--- src/rtl/rpe_pkg.sv ---
package rpe_pkg;
  localparam logic [1:0] MODE_FU      = 2'b00;
  localparam logic [1:0] MODE_XFER    = 2'b01;
  localparam logic [1:0] MODE_FU_XFER = 2'b10;
  localparam logic [1:0] MODE_DUAL    = 2'b11;

  localparam logic [2:0] OP_ADD = 3'd0;
  localparam logic [2:0] OP_SUB = 3'd1;
  localparam logic [2:0] OP_AND = 3'd2;
  localparam logic [2:0] OP_OR  = 3'd3;
  localparam logic [2:0] OP_XOR = 3'd4;

  typedef struct packed {
    logic [1:0] mode;
    logic [2:0] op;
    logic       sel_a;
    logic       sel_b;
  } pe_ctl_t;
endpackage

--- src/rtl/rpe_cfg_store.sv ---
module rpe_cfg_store
  import rpe_pkg::*;
#(
  parameter int W = 8
) (
  input  logic          clk,
  input  logic          rst_n,
  input  logic          load,
  input  pe_ctl_t       ctl_in,
  input  logic [W-1:0]  imm_in,
  output pe_ctl_t       ctl_q,
  output logic [W-1:0]  imm_q
);
  always_ff @(posedge clk or negedge rst_n) begin
    if (!rst_n) begin
      ctl_q <= '0;
      imm_q <= '0;
    end else if (load) begin
      ctl_q <= ctl_in;
      imm_q <= imm_in;
    end
  end
endmodule

--- src/rtl/rpe_fu.sv ---
module rpe_fu
  import rpe_pkg::*;
#(
  parameter int W        = 8,
  parameter bit MUL_KIND = 1'b0
) (
  input  logic [2:0]   op,
  input  logic [W-1:0] a,
  input  logic [W-1:0] b,
  output logic [W-1:0] y
);
  localparam int PW = 2 * W;

  function automatic logic [W-1:0] alu_eval(input logic [2:0] code,
                                            input logic [W-1:0] x,
                                            input logic [W-1:0] z);
    case (code)
      OP_ADD:  return x + z;
      OP_SUB:  return x - z;
      OP_AND:  return x & z;
      OP_OR:   return x | z;
      OP_XOR:  return x ^ z;
      default: return '0;
    endcase
  endfunction

  function automatic logic [W-1:0] mul_eval(input logic [2:0] code,
                                            input logic [W-1:0] x,
                                            input logic [W-1:0] z);
    logic [PW-1:0] prod;
    prod = PW'(x) * PW'(z);
    return (code == OP_ADD) ? prod[W-1:0] : '0;
  endfunction

  generate
    if (MUL_KIND) begin : g_mul
      assign y = mul_eval(op, a, b);
    end else begin : g_alu
      assign y = alu_eval(op, a, b);
    end
  endgenerate
endmodule

--- src/rtl/rpe_cell.sv ---
module rpe_cell
  import rpe_pkg::*;
#(
  parameter int W        = 8,
  parameter bit MUL_KIND = 1'b0
) (
  input  logic         clk,
  input  logic         rst_n,
  input  logic         cfg_load,
  input  logic [1:0]   cfg_mode,
  input  logic [2:0]   cfg_op,
  input  logic         cfg_sel_a,
  input  logic         cfg_sel_b,
  input  logic [W-1:0] cfg_imm,
  input  logic [W-1:0] in_a,
  input  logic [W-1:0] in_b,
  input  logic [W-1:0] in_c,
  output logic [W-1:0] fu_out,
  output logic [W-1:0] xfer_out
);
  localparam int NOPND = 2;

  pe_ctl_t      ctl_in, ctl_q;
  logic [W-1:0] imm_q;
  logic [W-1:0] raw   [NOPND];
  logic [W-1:0] opnd  [NOPND];
  logic         sel   [NOPND];
  logic [W-1:0] fu_y, fu_d, xfer_d;
  logic         fu_active, xfer_active, dual_active;

  assign ctl_in = '{mode: cfg_mode, op: cfg_op, sel_a: cfg_sel_a, sel_b: cfg_sel_b};

  rpe_cfg_store #(.W(W)) u_cfg (
    .clk(clk), .rst_n(rst_n), .load(cfg_load),
    .ctl_in(ctl_in), .imm_in(cfg_imm),
    .ctl_q(ctl_q), .imm_q(imm_q)
  );

  assign raw[0] = in_a;
  assign raw[1] = in_b;
  assign sel[0] = ctl_q.sel_a;
  assign sel[1] = ctl_q.sel_b;

  generate
    for (genvar i = 0; i < NOPND; i++) begin : g_opnd
      assign opnd[i] = sel[i] ? imm_q : raw[i];
    end
  endgenerate

  rpe_fu #(.W(W), .MUL_KIND(MUL_KIND)) u_fu (
    .op(ctl_q.op), .a(opnd[0]), .b(opnd[1]), .y(fu_y)
  );

  assign fu_active   = (ctl_q.mode == MODE_FU) || (ctl_q.mode == MODE_FU_XFER);
  assign dual_active = (ctl_q.mode == MODE_DUAL);
  assign xfer_active = (ctl_q.mode != MODE_FU);

  always_comb begin
    if (fu_active)        fu_d = fu_y;
    else if (dual_active) fu_d = in_a;
    else                  fu_d = '0;
  end

  assign xfer_d = xfer_active ? in_c : '0;

  always_ff @(posedge clk or negedge rst_n) begin
    if (!rst_n) begin
      fu_out   <= '0;
      xfer_out <= '0;
    end else begin
      fu_out   <= fu_d;
      xfer_out <= xfer_d;
    end
  end
endmodule

--- config.mk ---
export PLATFORM = sky130hd
export DESIGN_NAME = rpe_cell
export DESIGN_NICKNAME = d
export VERILOG_FILES = /design/src/rtl/rpe_pkg.sv /design/src/rtl/rpe_cfg_store.sv /design/src/rtl/rpe_fu.sv /design/src/rtl/rpe_cell.sv
export SDC_FILE = /design/constraint.sdc
export NUM_CORES = 1
export LEC_CHECK = 0
export ABC_AREA = 0
export BUFFER_PORTS_ARGS = -buffer_cell sky130_fd_sc_hd__buf_4
export CORE_UTILIZATION = 48
export DETAILED_ROUTE_END_ITERATION = 10
export MAX_ROUTING_LAYER = met4
export PLACE_DENSITY_LB_ADDON = 0.15
export SKIP_CTS_REPAIR_TIMING = 1
export SLEW_MARGIN = 20
export SYNTH_ARGS = -nofsm -noshare
export SYNTH_HDL_FRONTEND = slang
export SYNTH_SLANG_ARGS = --single-unit
--- constraint.sdc ---
create_clock -name clk -period 2.9 [get_ports clk]
set_input_delay 0.145 -clock clk [delete_from_list [all_inputs] [get_ports clk]]
set_output_delay 0.145 -clock clk [all_outputs]
set_load 0.005 [all_outputs]
-- Word level (Yosys, flattened, before mapping)
Cells that the tools add are included.
- register bits: 31
- logic and storage cells: 28
- add/sub/neg operators: 2
- equality and inequality tests: 6
- mux-type cells: 6
- bitwise logic cells: 3
- reduce and logical (&&, ||, !) cells: 4
- operator list (operator ; number):
    8-bit two-way mux ; 5
    8-bit one-hot mux with 5 select lines ; 1
    8-bit adder ; 1
    8-bit bitwise AND ; 1
    8-bit OR ; 1
    8-bit subtractor ; 1
    8-bit XOR ; 1
    3-bit by 2-bit equality test with 1-bit output (second input constant) ; 2
    2-bit equality test (second input constant) ; 2
    3-bit by 1-bit equality test with 1-bit output (second input constant) ; 1
    3-bit equality test (second input constant) ; 1
    3-bit zero test ; 1
    2-bit zero test ; 1
    2-bit nonzero test ; 1
    1-bit logical OR ; 1

-- Depth between registers and ports, before layout
Gate-level depths: netlist (run 1).
- depth in word-level cells: 4
- gate-level depth with buffers: 14
- mapped depth without buffers: 12

-- By module
A second synthesis (run 1) with hierarchy kept.
- cells, all modules: 214
- area total of the unflattened synthesis: 2288.4 um^2
- modules (own cells, without submodules) (module ; instances ; cells each ; area an instance (um^2) ; sequential area each (um^2)):
    rpe_fu ; 1 ; 128 ; 929.6 ; 0.0
    rpe_cell ; 1 ; 54 ; 745.7 ; 400.4
    rpe_cfg_store ; 1 ; 32 ; 613.1 ; 375.4

-- Worst setup path before layout (run 1)
No wires, ideal clock.
- path kind: reg2reg
- from: reg, netlist name u_cfg.ctl_q[0]
- to: reg fu_out[4]
- arrival time: 2.606 ns
- slack: 0.173 ns
- stages on the path, launching flop included: 14
- path through: dfrtp_1 buf_6 buf_4 mux2i_1 ha_1 nand2_1 o21ai_1 fa_1 nor2b_1 o21ai_1 nand2b_1 xor2_1 a221o_1 a22o_1
- word-level cells in the longest chain between the ends: 4
- elaborated cells between the ends (all ways): 8
- classes of those cells: add/sub (2); mux (3); bitwise (3)
- RTL lines (what ; line ; source):
    8-bit two-way mux * ; rpe_cell.sv:46 ; assign opnd[i] = sel[i] ? imm_q : raw[i];
    8-bit subtractor (tied with other cells) ; rpe_fu.sv:19 ; OP_SUB: return x - z;
    8-bit one-hot mux with 5 select lines * ; rpe_fu.sv:17 ; case (code)
    8-bit two-way mux * ; rpe_cell.sv:59 ; if (fu_active) fu_d = fu_y;
    net fu_d[4] ; rpe_cell.sv:28 ; logic [W-1:0] fu_y, fu_d, xfer_d;
    end signal: assignment ; rpe_cell.sv:71 ; fu_out <= fu_d;
    end: declaration ; rpe_cell.sv:18 ; output logic [W-1:0] fu_out,
The timed path passes the listed nets; every way through them passes the cells marked *.
A chain may end at the register's enable or synchronous reset.

-- Worst setup path after layout (run 1)
- from: reg, netlist name u_cfg.ctl_q[0]
- to: reg fu_out[7]
- word-level cells in the longest chain between the ends: 4
- elaborated cells between the ends (all ways): 8
- classes of those cells: add/sub (2); mux (3); bitwise (3)
- RTL lines (what ; line):
    8-bit two-way mux * ; rpe_cell.sv:46
    8-bit subtractor (tied with other cells) ; rpe_fu.sv:19
    8-bit one-hot mux with 5 select lines * ; rpe_fu.sv:17
    8-bit two-way mux * ; rpe_cell.sv:59
    net fu_d[7] ; rpe_cell.sv:28
Marks and branches as above.

==> summary.txt, run 1 <==
Floorplanning
  • Starting Density: 51.0%
  • DIE WIDTH: 71.0 um
  • DIE AREA: 5040 um2
  • Core box area: 4470 um2
  • Die height: 71.0 um
  • I/O pin cnt: 58
  • FP Rows: 24

CTS
  • CTS max path bufs: 2
  • CTS tree: done
  • Number of CTS-inserted buffers: 5
  • H-tree levels: 2
  • CTS root buffer: clkbuf_8
  • Worst-skew pair later-pin latency: 0.28 ns
  • Clk sink count: 31
  • Clk pin slew, worst setup/hold paths: 0.06 ns

Synthesis
  • Post-synth top flop: dfrtp_1
  • Post-Syn Area per Cell: 9.84 um2
  • Cell taking the most area after synthesis: dfrtp_1
  • Cells after synthesis: 232
  • Register area share after synthesis: 34.0%
  • Area contributors post-synth: dfrtp_1 34%, ha_1 13%, mux2i_1 6.6%
  • Syn nets: 299
  • Post-synth top cells: 31 x dfrtp_1, 24 x ha_1, 20 x nor2_1
  • EDFF count, synth: 0
  • Share of the synthesized area in the top cell type: 34.0%
  • Cell Area, Synth: 2280 um2
  • Asr flop ratio synth: 100%
  • Yosys cell types: 43
  • Seq cells post-synth: 31
  • Most common cell in the synthesized netlist: dfrtp_1
  • Ys Warns: 0

Worst setup path
  • Crit path capture type: flip-flop
  • Critical Path AT: 2.80 ns
  • Setup CP Type: reg -> reg
  • CP required: 3.06 ns
  • CP max FO: 13
  • Worst Setup Start Kind: flip-flop

Timing
  • Final worst-path cycle share: 91.2%
  • Final worst slack: 0.256 ns
  • Final Hold Viols: 0
  • Maximum clock rate: 0.378 GHz
  • Setup violators final: 0
  • RSZ-0062 raised after global routing: false
  • Worst-Margin Slew: 0.513 ns
  • Fin crit period: 2.64 ns
  • Setup Skew: 0.000748 ns
  • TNS Setup: 0 ns
  • Slew Viols, Final: 0
  • Worst relative slew slack: 65.7%

Power and ir drop
  • Max rail drop VDD: 0.266 mV
  • Switch share: 34.5%
  • Comb power frac: 42.9%
  • Int Pwr: 0.989 mW
  • Clock Power Share: 22.6%
  • NetSw: 0.521 mW
  • Flop pwr share: 34.5%
  • Lkg Pwr: 1.42 nW
  • Pwr dens: 523 nW/um2

Detailed routing
  • Detailed Route WL: 5360 um
  • Via density: 5.31
  • WL/cell: 15.4 um
  • Drc violations: 7
  • Antenna viol nets, final: 0
  • Drt initial violations: 104
  • Total number of vias: 1853
  • First-pass DRT Iterations: 8

Placement
  • RePlAce Congestion: 0.883
  • Detailed Place HPWL: 4300 um
  • IO Port Bufs: 57
  • Setup slack after placement: 0.233 ns

Global route
  • Largest net degree at the start of global routing: 32
  • Grt ovf: 0
  • Global-route wire length before repair: 8870 um
  • Vias in the first global route: 1918
  • Gr usage total: 23.7%
  • Initial antenna violation count: 0

Status
  • Failing checks: DRC
  • Status: complete, but fails checks

Finish
  • Nets: 364
  • P&R area growth vs syn: 26.5%
  • Final core occ: 64.6%
  • Diode count: 0
  • Layout cell share with drive strength beyond 1: 29.3%

Run
  • Max-cap violations: 0

Min path
  • HP Class: in -> reg
cells in the final DEF (no fill, tap or decap), types with 2 or more instances in the layout:
| cell type | n |
|---|---|
| nand2_1 | 11 |
| nor3_1 | 5 |
| nor2b_1 | 13 |
| nand2b_1 | 2 |
| buf_4 | 66 |
| a21oi_1 | 12 |
| ha_1 | 24 |
| o21a_1 | 2 |
| mux2_1 | 13 |
| a22o_1 | 3 |
| dfrtp_1 | 31 |
| clkbuf_8 | 6 |
| and2_1 | 2 |
| a31oi_1 | 2 |
| a221o_1 | 2 |
| o2bb2ai_1 | 2 |
| o21ai_1 | 13 |
| mux2i_1 | 14 |
| inv_2 | 5 |
| inv_1 | 14 |
| nor2_1 | 20 |
| nand3_1 | 3 |
| a22oi_1 | 2 |
| xnor2_1 | 10 |
| mux2i_2 | 3 |
flip-flops by register name (all words and copies together), names as in the netlist:
| signal | count |
|---|---|
| u_cfg.ctl_q | 7 |
| u_cfg.imm_q | 8 |
| fu_out | 8 |
| xfer_out | 8 |
logic make-up after synthesis:
| kind of cell | count (synthesis) | share of synthesized area [%] |
|---|---|---|
| AOI/OAI and AO/OA | 46 | 13.5 |
| xor gates and xnor gates | 11 | 4.22 |
| adders and majority gates | 25 | 14.0 |
| buffers and inverters | 28 | 5.59 |
| DFF | 31 | 34.0 |
| muxes | 32 | 15.7 |
| and+or+nand+nor | 59 | 13.0 |
critical path, stage by stage (launching register included):
cell	delay (ns)
dfrtp_1	0.39
buf_4	0.27
mux2i_2	0.32
nand2_1	0.13
o21ai_1	0.16
xnor2_1	0.15
ha_1	0.31
o2111ai_1	0.10
nand3_1	0.13
o41a_1	0.35
xnor2_1	0.14
o21ai_1	0.07
metrics by stage:
stage	instance area [um2]	power (mW)	std cells	hold slack, ns
after floorplan	2280	0.960	232	-0.151
after global placement	2790	1.16	341	0.0995
after detailed placement	2790	1.17	341	0.101
after CTS	2880	1.51	348	-0.200
after global routing	2890	1.62	349	0.0685
final	2890	1.51	349	0.0783
routing by layer:
metal	global-route usage [%]	vias up	share of wire, %	wire length (um)
li1	-	927	-	-
met2	40.7	51	51	2730
met5	-	-	0	0
met4	7.33	0	1.0	54
met1	28.1	869	44	2350
met3	4.42	6	4.4	234
area by class of cell:
| type | instances | area, um2 |
|---|---|---|
| Fill cell | 368 | 1590 |
| Multi-Input combinational cell | 173 | 1380 |
| Sequential cell | 31 | 776 |
| Timing Repair Buffer | 67 | 505 |
| Clock buffer | 6 | 82.6 |
| Inverter | 19 | 71.3 |
| Tap cell | 52 | 65.1 |
| Clock inverter | 1 | 5.00 |
final timing paths:
path / to / from / cells past startpoint / slack [ns]
max in group asynchronous: fu_out[0] / rst_n / 2 / 2.27
min in group asynchronous: u_cfg.imm_q[4] / rst_n / 2 / 0.34
max: fu_out[7] / u_cfg.ctl_q[0] / 11 / 0.26
min: u_cfg.imm_q[6] / cfg_imm[6] / 2 / 0.08
min reg2reg: u_cfg.ctl_q[6] / u_cfg.ctl_q[6] / 1 / 0.52
max reg2reg: fu_out[7] / u_cfg.ctl_q[0] / 11 / 0.26
power by group through the flow:
stage                     Sequential [mW]  Combinational, mW  Clock (mW)
final                               0.521              0.648       0.342
after global routing                0.527              0.724       0.366
after CTS                           0.521              0.646       0.346
after detailed placement            0.529              0.641           0
after global placement              0.528              0.634           0
after floorplan                     0.520              0.440           0
No activity file was read; power rests on OpenSTA's default activity.
==> inputs of run 2 (changes only) <==
- ABC_AREA: 0 -> 1
==> summary.txt, run 2 <==
Global route
  • Largest net degree at the start of global routing: 32 (unchanged)
  • Met2 Use GR: 39.6% (-1.1 points)
  • GR Util met3: 3.80% (-0.62 points)
  • GR Util met1: 31.5% (+3.4 points)
  • Grt ovf: 0 (unchanged)
  • Gr usage total: 24.6% (+0.91 points)
  • Global-route wire length before repair: 9470 um (+6.8%)
  • Initial antenna violation count: 0 (unchanged)
  • Global route hottest layer: met2
  • Vias in the first global route: 2072 (+8.0%)

Power and ir drop
  • Lkg Pwr: 1.64 nW (+16%)
  • Max rail drop VDD: 0.279 mV (+5.1%)
  • Pwr dens: 530 nW/um2 (+1.4%)

Synthesis
  • Area contributors post-synth: dfrtp_1 33%, nand2_1 16%, ha_1 13%
  • Post-synth top cells: 100 x nand2_1, 52 x inv_1, 32 x o21ai_0
  • Post-synth top flop: dfrtp_1
  • Syn nets: 391 (+31%)
  • Cells after synthesis: 324 (+40%)
  • Cell Area, Synth: 2320 um2 (+1.6%)
  • Share of the synthesized area in the top cell type: 33.4% (-0.55 points)
  • Cell taking the most area after synthesis: dfrtp_1
  • Post-Syn Area per Cell: 7.16 um2 (-27%)
  • Register area share after synthesis: 33.4% (-0.55 points)
  • Asr flop ratio synth: 100% (unchanged)
  • EDFF count, synth: 0 (unchanged)
  • Seq cells post-synth: 31 (unchanged)
  • Most common cell in the synthesized netlist: nand2_1
  • Yosys cell types: 30 (-30%)
  • Ys Warns: 0 (unchanged)

Floorplanning
  • Core box area: 4500 um2 (+0.67%)
  • FP Rows: 24 (unchanged)
  • Die height: 71.5 um (+0.80%)
  • DIE AREA: 5120 um2 (+1.6%)
  • DIE WIDTH: 71.5 um (+0.80%)
  • Starting Density: 51.5% (+0.49 points)
  • I/O pin cnt: 58 (unchanged)

Timing
  • Slew Viols, Final: 0 (unchanged)
  • TNS Setup: 0 ns (unchanged)
  • RSZ-0062 raised after global routing: false
  • Worst relative slew slack: 63.0% (-2.7 points)
  • Setup Skew: 0.00407 ns (+0.00333 ns)
  • Fin crit period: 2.63 ns (-0.0154 ns)
  • Maximum clock rate: 0.380 GHz (+0.59%)
  • Worst-Margin Slew: 0.551 ns (+0.0389 ns)
  • Setup violators final: 0 (unchanged)
  • Final Hold Viols: 0 (unchanged)
  • Final worst-path cycle share: 90.7% (-0.53 points)

CTS
  • Clk sink count: 31 (unchanged)
  • CTS max path bufs: 2 (unchanged)
  • Worst-skew pair later-pin latency: 0.29 ns (about the same)
  • H-tree levels: 2 (unchanged)
  • CTS root buffer: clkbuf_8
  • Number of CTS-inserted buffers: 5 (unchanged)
  • CTS tree: done
  • Clk pin slew, worst setup/hold paths: 0.07 ns (about the same)

Worst setup path
  • Max incr delay on CP: 0.46 ns (+0.07 ns)
  • CP required: 3.08 ns (+0.02 ns)
  • Critical path's slowest cell: dfrtp_2
  • CP max FO: 12 (-1)
  • Worst Setup Start Kind: flip-flop
  • Buf+Inv Stages, Crit Path: 2 (+1)
  • Crit path capture type: flip-flop
  • Setup CP Type: reg -> reg
  • Critical-path cell list: inv_4, nand2_1, nand2_2, ha_1, inv_1, nor2_1, a21oi_1, xor2_1, ha_1, a21oi_1, o21ai_0, a21oi_1, nand3_1, nand3_1, nand2_1, nand2_1, nand2_1
  • CP top delay family: simple AND/OR/NAND/NOR gates
  • Most frequent CP cell: nand2_1
  • Critical Path AT: 2.81 ns (about the same)

Finish
  • Largest registers: fu_out x8, u_cfg.imm_q x8, xfer_out x8
  • Layout cell share with drive strength beyond 1: 20.5% (-8.8 points)
  • Commonest non-fill, non-tap cells in the layout: 100 x nand2_1, 59 x buf_4, 52 x inv_1
  • Most common cell after layout, fill and taps aside: nand2_1
  • Post-route insts no fill: 437 (+25%)
  • P&R area growth vs syn: 25.4%
  • Final core occ: 64.6% (about the same)
  • Diode count: 0 (unchanged)
  • Finished Cell Area: 2910 um2 (+0.74%)
  • Nets: 451 (+24%)

Status
  • Status: complete, no violations

Min path
  • HP Class: in -> reg

Detailed routing
  • Via density: 5.20 (-2.1%)
  • Drc violations: 0 (-7)
  • WL/cell: 12.6 um (-18%)
  • Drt initial violations: 195 (+88%)
  • Detailed Route WL: 5490 um (+2.3%)
  • Total number of vias: 2272 (+23%)
  • Antenna viol nets, final: 0 (unchanged)
  • First-pass DRT Iterations: 4 (-4)

Placement
  • Dpl cell area: 2780 um2 (-0.13%)
  • RePlAce Congestion: 0.920 (+4.2%)
  • Cells after DPL: 428 (+26%)
  • Detailed Place HPWL: 4220 um (-1.9%)
  • IO Port Bufs: 57 (unchanged)

Run
  • Max-cap violations: 0 (unchanged)
## run 2: path summary, 6_finish.rpt
check | cells past startpoint | to | slack, ns | start
max in group asynchronous | 2 | u_cfg.ctl_q[0] | 2.27 | rst_n
setup / recovery | 17 | fu_out[7] | 0.27 | u_cfg.ctl_q[0]
setup reg to reg | 17 | fu_out[7] | 0.27 | u_cfg.ctl_q[0]
min in group asynchronous | 2 | fu_out[0] | 0.33 | rst_n
hold / removal | 3 | u_cfg.ctl_q[0] | 0.06 | cfg_sel_b
hold reg to reg | 2 | u_cfg.imm_q[1] | 0.54 | u_cfg.imm_q[1]
## run 2: worst reg2reg max path, delay by kind of cell (launching register included)
family	cells	cell delay [ns]
AOI/OAI and AO/OA	4	0.57
and+or+nand+nor	8	0.67
xor gates and xnor gates	1	0.15
DFF	1	0.46
buffers and inverters	2	0.17
adders and majority gates	2	0.52
## run 2: metrics by stage
step	hold slack (ns)	power (mW)	setup WS (ns)
floorplan	-0.151	0.905	0.468
global placement	0.101	1.10	0.275
detailed placement	0.0992	1.11	0.215
CTS	-0.214	1.55	0.143
global route	0.0694	1.65	0.0432
finish	0.0571	1.54	0.271
## run 2: kinds of logic (layout without fill, tap and decap cells)
group                      count (synthesis)  after routing  synth area share, %
adders and majority gates                 25             25                 13.8
buffers and inverters                     61            122                 10.7
muxes                                      1              1                0.485
xor gates and xnor gates                   6              6                 2.26
DFF                                       31             31                 33.4
and+or+nand+nor                          140            140                 24.9
AOI/OAI and AO/OA                         60             60                 14.5
## run 2: power breakdown
part / internal [mW] / switching (mW)
registers: 0.487 / 0.0311
clock network: 0.255 / 0.172
logic: 0.253 / 0.344
total: 0.996 / 0.547
## run 2: area by class of cell
| class | count | area (um2) |
|---|---|---|
| fillers | 417 | 1590 |
| clock inverters | 3 | 43.8 |
| clock buffers | 5 | 68.8 |
| inverters | 54 | 205 |
| multi-input cells | 232 | 1300 |
| flip-flops and latches | 31 | 777 |
| well taps | 52 | 65.1 |
| repair buffers | 60 | 453 |
## run 2: layer usage
layer / part of all wire (%) / wire length (um) / vias up
li1: - / - / 1143
met1: 45 / 2460 / 1037
met2: 47 / 2580 / 84
met3: 6.6 / 362 / 8
met4: 1.6 / 87 / 0
met5: 0 / 0 / -
